<file path="src/rtl/pwm_pkg.sv">
package pwm_pkg;
  localparam int PRE_W = 6;
  localparam int CNT_W = 10;

  localparam logic [3:0] OFF_CTRL = 4'h0;
  localparam logic [3:0] OFF_DUTY = 4'h4;
  localparam logic [3:0] OFF_PER  = 4'h8;

  typedef struct packed {
    logic             stop_now;
    logic [PRE_W-1:0] pre;
  } ctrl_t;

  typedef struct packed {
    logic             force_hi;
    logic [CNT_W-1:0] cnt;
  } duty_t;
endpackage

</file>
<file path="src/rtl/pwm_rst_sync.sv">
module pwm_rst_sync (
  input  logic clk,
  input  logic rst_n,
  output logic rst_n_sync
);
  logic [1:0] sync_q;

  always_ff @(posedge clk or negedge rst_n) begin
    if (!rst_n) sync_q <= 2'b00;
    else        sync_q <= {sync_q[0], 1'b1};
  end

  assign rst_n_sync = sync_q[1];
endmodule

</file>
<file path="src/rtl/pwm_regs.sv">
module pwm_regs
  import pwm_pkg::*;
#(
  parameter int          ADDR_W = 5,
  parameter int          DATA_W = 16,
  parameter int unsigned CH_IDX = 0
) (
  input  logic              clk,
  input  logic              rst_n,
  input  logic              wr_vld,
  input  logic [ADDR_W-1:0] wr_addr,
  input  logic [DATA_W-1:0] wr_data,
  input  logic [ADDR_W-1:0] rd_addr,
  output logic [DATA_W-1:0] rd_val,
  output ctrl_t             ctrl_o,
  output duty_t             duty_o,
  output logic [CNT_W-1:0]  per_o
);
  localparam int SEL_W = ADDR_W - 4;
  localparam logic [SEL_W-1:0] MY_SEL = SEL_W'(CH_IDX);

  ctrl_t            ctrl_q, ctrl_d;
  duty_t            duty_q, duty_d;
  logic [CNT_W-1:0] per_q,  per_d;

  logic wr_ch, wr_ctrl, wr_duty, wr_per, wr_hit;
  logic rd_ch;
  logic unused_hi;

  assign unused_hi = ^wr_data[DATA_W-1:11];

  assign wr_ch   = wr_vld && (wr_addr[ADDR_W-1:4] == MY_SEL);
  assign wr_ctrl = wr_ch && (wr_addr[3:0] == OFF_CTRL);
  assign wr_duty = wr_ch && (wr_addr[3:0] == OFF_DUTY);
  assign wr_per  = wr_ch && (wr_addr[3:0] == OFF_PER);
  assign wr_hit  = wr_ctrl || wr_duty || wr_per;

  always_comb begin
    ctrl_d = ctrl_q;
    duty_d = duty_q;
    per_d  = per_q;
    if (wr_ctrl) ctrl_d = wr_data[PRE_W:0];
    if (wr_duty) duty_d = wr_data[CNT_W:0];
    if (wr_per)  per_d  = wr_data[CNT_W-1:0];
  end

  always_ff @(posedge clk or negedge rst_n) begin
    if (!rst_n) begin
      ctrl_q <= '0;
      duty_q <= '0;
      per_q  <= '0;
    end else begin
      ctrl_q <= ctrl_d;
      duty_q <= duty_d;
      per_q  <= per_d;
    end
  end

  assign rd_ch = (rd_addr[ADDR_W-1:4] == MY_SEL);

  always_comb begin
    rd_val = '0;
    if (rd_ch) begin
      unique case (rd_addr[3:0])
        OFF_CTRL: rd_val = DATA_W'(ctrl_q);
        OFF_DUTY: rd_val = DATA_W'(duty_q);
        OFF_PER:  rd_val = DATA_W'(per_q);
        default:  rd_val = '0;
      endcase
    end
  end

  assign ctrl_o = ctrl_q;
  assign duty_o = duty_q;
  assign per_o  = per_q;


  unmapped_wr_chk: assert property (@(posedge clk) disable iff (!rst_n)
    (!wr_hit) |=> $stable({ctrl_q, duty_q, per_q}));
endmodule

</file>
<file path="src/rtl/pwm_core.sv">
module pwm_core
  import pwm_pkg::*;
(
  input  logic             clk,
  input  logic             rst_n,
  input  logic             en_i,
  input  ctrl_t            ctrl_i,
  input  duty_t            duty_i,
  input  logic [CNT_W-1:0] per_i,
  output logic             pwm_o
);
  logic             run_q,  run_d;
  logic [PRE_W-1:0] pc_q,   pc_d;
  logic [CNT_W-1:0] cnt_q,  cnt_d;
  logic [PRE_W-1:0] a_pre_q, a_pre_d;
  logic [CNT_W-1:0] a_pv_q,  a_pv_d;
  duty_t            a_duty_q, a_duty_d;

  logic pre_done, per_done, cut_now;

  assign pre_done = (pc_q == a_pre_q);
  assign per_done = pre_done && (cnt_q == a_pv_q);
  assign cut_now  = !en_i && ctrl_i.stop_now;

  always_comb begin
    run_d    = run_q;
    pc_d     = pc_q;
    cnt_d    = cnt_q;
    a_pre_d  = a_pre_q;
    a_pv_d   = a_pv_q;
    a_duty_d = a_duty_q;
    if (!run_q) begin
      if (en_i) begin
        run_d    = 1'b1;
        pc_d     = '0;
        cnt_d    = '0;
        a_pre_d  = ctrl_i.pre;
        a_pv_d   = per_i;
        a_duty_d = duty_i;
      end
    end else if (cut_now) begin
      run_d = 1'b0;
      pc_d  = '0;
      cnt_d = '0;
    end else if (per_done) begin
      pc_d  = '0;
      cnt_d = '0;
      if (en_i) begin
        a_pre_d  = ctrl_i.pre;
        a_pv_d   = per_i;
        a_duty_d = duty_i;
      end else begin
        run_d = 1'b0;
      end
    end else if (pre_done) begin
      pc_d  = '0;
      cnt_d = cnt_q + 1'b1;
    end else begin
      pc_d = pc_q + 1'b1;
    end
  end

  always_ff @(posedge clk or negedge rst_n) begin
    if (!rst_n) begin
      run_q    <= 1'b0;
      pc_q     <= '0;
      cnt_q    <= '0;
      a_pre_q  <= '0;
      a_pv_q   <= '0;
      a_duty_q <= '0;
    end else begin
      run_q    <= run_d;
      pc_q     <= pc_d;
      cnt_q    <= cnt_d;
      a_pre_q  <= a_pre_d;
      a_pv_q   <= a_pv_d;
      a_duty_q <= a_duty_d;
    end
  end

  assign pwm_o = run_q && (a_duty_q.force_hi || (cnt_q < a_duty_q.cnt));


  abrupt_stop_chk: assert property (@(posedge clk) disable iff (!rst_n)
    (run_q && cut_now) |=> !pwm_o);


  shadow_hold_chk: assert property (@(posedge clk) disable iff (!rst_n)
    (run_q && !per_done && !cut_now) |=> $stable({a_pre_q, a_pv_q, a_duty_q}));


  count_range_chk: assert property (@(posedge clk) disable iff (!rst_n)
    run_q |-> (pc_q <= a_pre_q) && (cnt_q <= a_pv_q));


  graceful_run_chk: assert property (@(posedge clk) disable iff (!rst_n)
    (run_q && !en_i && !ctrl_i.stop_now && !per_done) |=> run_q);
endmodule

</file>
<file path="src/rtl/pwm_dual_prescaled.sv">
module pwm_dual_prescaled
  import pwm_pkg::*;
#(
  parameter int NUM_CH = 2,
  parameter int DATA_W = 16,
  parameter int ADDR_W = 5
) (
  input  logic              clk,
  input  logic              rst_n,
  input  logic              wr_vld,
  input  logic [ADDR_W-1:0] wr_addr,
  input  logic [DATA_W-1:0] wr_data,
  input  logic [ADDR_W-1:0] rd_addr,
  output logic [DATA_W-1:0] rd_data,
  input  logic [NUM_CH-1:0] ch_en,
  output logic [NUM_CH-1:0] pwm_out
);
  logic rst_n_s;
  logic [DATA_W-1:0] rd_vals [NUM_CH];

  pwm_rst_sync u_rst (
    .clk        (clk),
    .rst_n      (rst_n),
    .rst_n_sync (rst_n_s)
  );

  for (genvar g = 0; g < NUM_CH; g++) begin : g_ch
    ctrl_t            ctrl;
    duty_t            duty;
    logic [CNT_W-1:0] per;

    pwm_regs #(
      .ADDR_W (ADDR_W),
      .DATA_W (DATA_W),
      .CH_IDX (g)
    ) u_regs (
      .clk     (clk),
      .rst_n   (rst_n_s),
      .wr_vld  (wr_vld),
      .wr_addr (wr_addr),
      .wr_data (wr_data),
      .rd_addr (rd_addr),
      .rd_val  (rd_vals[g]),
      .ctrl_o  (ctrl),
      .duty_o  (duty),
      .per_o   (per)
    );

    pwm_core u_core (
      .clk    (clk),
      .rst_n  (rst_n_s),
      .en_i   (ch_en[g]),
      .ctrl_i (ctrl),
      .duty_i (duty),
      .per_i  (per),
      .pwm_o  (pwm_out[g])
    );
  end

  always_comb begin
    rd_data = '0;
    for (int i = 0; i < NUM_CH; i++) rd_data = rd_data | rd_vals[i];
  end
endmodule

</file>
<file path="config.mk">
export PLATFORM = sky130hd
export DESIGN_NAME = pwm_dual_prescaled
export DESIGN_NICKNAME = d
export VERILOG_FILES = /design/src/rtl/pwm_pkg.sv /design/src/rtl/pwm_rst_sync.sv /design/src/rtl/pwm_regs.sv /design/src/rtl/pwm_core.sv /design/src/rtl/pwm_dual_prescaled.sv
export SDC_FILE = /design/constraint.sdc
export NUM_CORES = 1
export LEC_CHECK = 0
export ABC_AREA = 1
export BUFFER_PORTS_ARGS = -buffer_cell sky130_fd_sc_hd__buf_2
export CORE_ASPECT_RATIO = 1.1
export CORE_MARGIN = 4
export CORE_UTILIZATION = 32
export CTS_BUF_LIST = sky130_fd_sc_hd__clkbuf_16
export CTS_CLUSTER_SIZE = 8
export DETAILED_ROUTE_END_ITERATION = 10
export PLACE_DENSITY_LB_ADDON = 0.1
export REMOVE_ABC_BUFFERS = 1
export SYNTH_ARGS = -nofsm -noshare
export SYNTH_HDL_FRONTEND = slang
export SYNTH_SLANG_ARGS = --single-unit
</file>
<file path="constraint.sdc">
create_clock -name clk -period 5.9 [get_ports clk]
set_input_delay 1.18 -clock clk [delete_from_list [all_inputs] [get_ports clk]]
set_output_delay 1.18 -clock clk [all_outputs]
set_load 0.05 [all_outputs]
</file>
==> metrics.md <==
| Metric | Value |
|---|---|
| Total Wirelength | `around 20 mm` |
| Post-CTS setup buffers | `0` |
| IO Count | `between 40 and 50` |
| Final critical-path share of the clock period | `74.86%` |
| Clock root buffer master | `clkbuf_16` |
| ANT nets after route | `0` |
| Top cells by count, synth | `nand2_1 (308), dfrtp_1 (146), inv_1 (125), o21ai_0 (82), nand3_1 (72)` |
| Layout cell share with drive strength beyond 1 | `10.30%` |
| H-tree Lvls | `4` |
| Max Root-Sink Buffers | `2` |
| Mapped Area | `between 7000 and 8000 um2` |
| Critical Path RT | `roughly 4.7 ns` |
| DRT iter0 DRCs | `408` |
| Sequential element share of the synthesized area | `47.51%` |
| Top cells by area, synth | `dfrtp_1 (48%), nand2_1 (15%), inv_1 (6.1%)` |
| Final RePlAce weighted congestion | `about 0.8` |
| # rows | `between 50 and 60` |
| Synth top area share | `47.51%` |
| Worst-path clk slew | `around 0.06 ns` |
| Pins over their slew limit | `0` |
| DIE HEIGHT | `170.6 um` |
| Area grow syn2layout | `12.90%` |
| TritonRoute pass-1 iters | `4` |
| Clock Latency Late Sink | `0.41 ns` |
| Total negative slack | `0 ns` |
| Worst Setup SP | `rd_addr[1]` |
| Core Area | `23700 um2` |
| Post-synth EDFFs | `0` |
| Leading area contributor after synthesis | `dfrtp_1` |
| Largest net degree at the start of global routing | `55` |
| Starting Density | `between 30% and 40%` |
| CTS tree | `yes` |
| Max Cap Violations | `0` |
| Layout fillers | `2520` |
| DIE WIDTH | `about 160 um` |
| Hold crit path type | `register to register` |
| Detail Placement HPWL | `14.31 mm` |
| Top FF cell, synth | `dfrtp_1` |
| Setup crit end kind | `output port` |
| DR vias/cell | `4.573` |
| Ant diodes | `0` |
| Crit path max-delay family | `simple AND/OR/NAND/NOR gates` |
| Time the worst path needs with I/O delays and setup | `about 4.4 ns` |
| CP Launch Type | `input pin` |
| Nets | `1069` |
| CTS Hold Bufs | `0` |
| DR vias | `about 6k` |
| VDD IR max | `0.1861 mV` |
| Slowest CP cell | `nand3_1` |
| Cell count after synthesis | `between 900 and 1k` |
| Die area | `26580 um2` |
| Dpl ws | `1.510 ns` |
| Crit Reg-Reg Startpoint | `g_ch[1].u_core.cnt_q[0]$_DFFE_PN0P_` |
| Critical path data arrival time | `3.24 ns` |
| Pwr Density | `479.8 nW/um2` |
| Status | `complete, no violations` |
| Final clock skew | `0.01162 ns` |
| Drt drc | `0` |
| Total CTS buffers | `17` |
| Remaining global-route overflow | `0` |
| Critical path fanouts, max | `11` |
| Final setup viols | `0` |
| Most frequent cell after synthesis | `nand2_1` |
| Final hold viol count | `0` |
| Launch point of the worst hold path | `u_rst.sync_q[0]$_DFF_PN0_` |
| Synth Area per Inst | `7.783 um2` |
| GRT Total Usage | `approximately 15%` |
| Buf/Inv on CP | `3` |
| Resize count post-CTS | `0` |
| Final worst slack | `1.483 ns` |
| Initial antenna violation count | `0` |
| Slowest stage delay, CP | `0.45 ns` |
| Fmax | `226.4 MHz` |
| Port bufs | `38` |
| Vias in the first global route | `6136` |
| Number of clock sinks | `146` |
| Wirelength per Cell | `approximately 15 um` |
| First-pass GRT wire length | `32.82 mm` |
| Slew HR | `37.61%` |
| FFs w/ async S/R, synth | `100.0%` |
| CP Cell Sequence | `buf_2 -> nor2_1 -> nand3_1 -> clkinv_1 -> nand2_1 -> nand2_1 -> a221oi_1 -> nor3_1 -> buf_2` |
| Worst Tran Pin Value | `0.9326 ns` |
| RSZ-0062 raised after global routing | `no` |
| Critical path class | `input pin to output port` |
| Yosys warns | `0` |
| #FFs+latches synth | `146` |
| Library cells used by synthesis | `36` |
| Leakage Power | `4.410 nW` |
-- through the flow --
| step | area, um2 | util (%) | power [mW] | std cells | hold WS [ns] |
|---|---|---|---|---|---|
| after floorplan | 7476 | - | 2.642 | 955 | 0.3312 |
| after global placement | 8082 | 34.10 | 3.067 | 1302 | 0.3338 |
| after detailed placement | 8082 | 34.10 | 3.083 | 1302 | 0.3410 |
| after CTS | 8682 | 36.64 | 4.225 | 1334 | 0.3562 |
| after global routing | 8682 | 36.64 | 4.541 | 1334 | 0.3682 |
| final | 8682 | 36.64 | 4.166 | 1334 | 0.3525 |
-- state kept, by name, indices dropped and copies added (netlist names) --
register              count
g_ch.u_regs.ctrl_o       14
g_ch.u_core.run_q         2
g_ch.u_core.a_duty_q     22
g_ch.u_core.a_pre_q      12
g_ch.u_regs.per_o        20
u_rst.sync_q              2
g_ch.u_core.cnt_q        20
g_ch.u_core.pc_q         12
g_ch.u_core.a_pv_q       20
g_ch.u_regs.duty_o       22
-- worst reg2reg max path, stage by stage, from the launching register on --
cell and delay (ns):
dfrtp_1 0.46, inv_2 0.11, nand2_1 0.07, nand2_1 0.05, nor2_1 0.09, nand2_1 0.07
nor2_2 0.14, nand2_2 0.12, nand2_4 0.13, nand2_2 0.53, o21ai_0 0.39
-- area by class of cell --
class,instances,area [um2],share of cell area (%)
sequential,146,3657,42.12
tap,305,381.6,4.395
multi-input combinational,675,3319,38.23
timing repair buffer,42,220.2,2.536
inverter,134,503.0,5.793
clock buffer,17,425.4,4.900
clock inverter,15,175.2,2.018
-- cells in the final DEF (no fill, tap or decap), types with 4 or more instances in the layout --
cell and n:
o22ai_1 10, ha_1 22, inv_1 128, conb_1 6, nand4_1 16, nor2_1 58
buf_2 38, a211oi_1 5, bufinv_16 4, buf_4 4, nor3_1 14, nand3_1 72
nand2_1 308, xor2_1 9, nand2_2 6, o21ai_0 82, xnor2_1 6, inv_2 7
o21ai_2 13, clkbuf_16 17, clkinv_1 4, clkinv_2 4, dfrtp_1 145, a21oi_1 22
-- report_power, final --
| group | internal [mW] | leakage [nW] | switching, mW | total (mW) |
|---|---|---|---|---|
| clock network | 0.698 | 0.305 | 0.420 | 1.12 |
| registers | 1.30 | 1.91 | 0.298 | 1.60 |
| logic | 0.499 | 2.19 | 0.952 | 1.45 |
-- kinds of logic after synthesis --
family	Yosys count	synth area share, %
and+or+nand+nor	485	26.47
AOI/OAI and AO/OA	147	11.11
DFF	146	47.51
buffers and inverters	171	9.518
adders and majority gates	22	3.580
xor gates and xnor gates	15	1.708
other	2	0.09766
-- metal layers --
layer	track usage [%]	part of all wire, %	up-vias
met3	2.656	2.7	8
li1	-	-	3198
met4	3.654	0.53	0
met1	23.91	55	2821
met5	0	0	-
met2	22.20	42	73
-- final timing paths --
| check | slack [ns] | cells after the start | endpoint |
|---|---|---|---|
| min in group asynchronous | 0.36 | 0 | g_ch[0].u_core.a_pv_q[9]$_DFFE_PN0P_ |
| hold reg to reg | 0.35 | 0 | u_rst.sync_q[1]$_DFF_PN0_ |
| setup reg to reg | 3.63 | 10 | g_ch[1].u_core.a_duty_q[9]$_DFFE_PN0P_ |
| hold / removal | 0.35 | 0 | u_rst.sync_q[1]$_DFF_PN0_ |
| setup / recovery | 1.48 | 9 | rd_data[6] |
| max in group asynchronous | 4.36 | 1 | g_ch[1].u_core.a_pre_q[0]$_DFFE_PN0P_ |
Power figures use the tool's default switching activity.
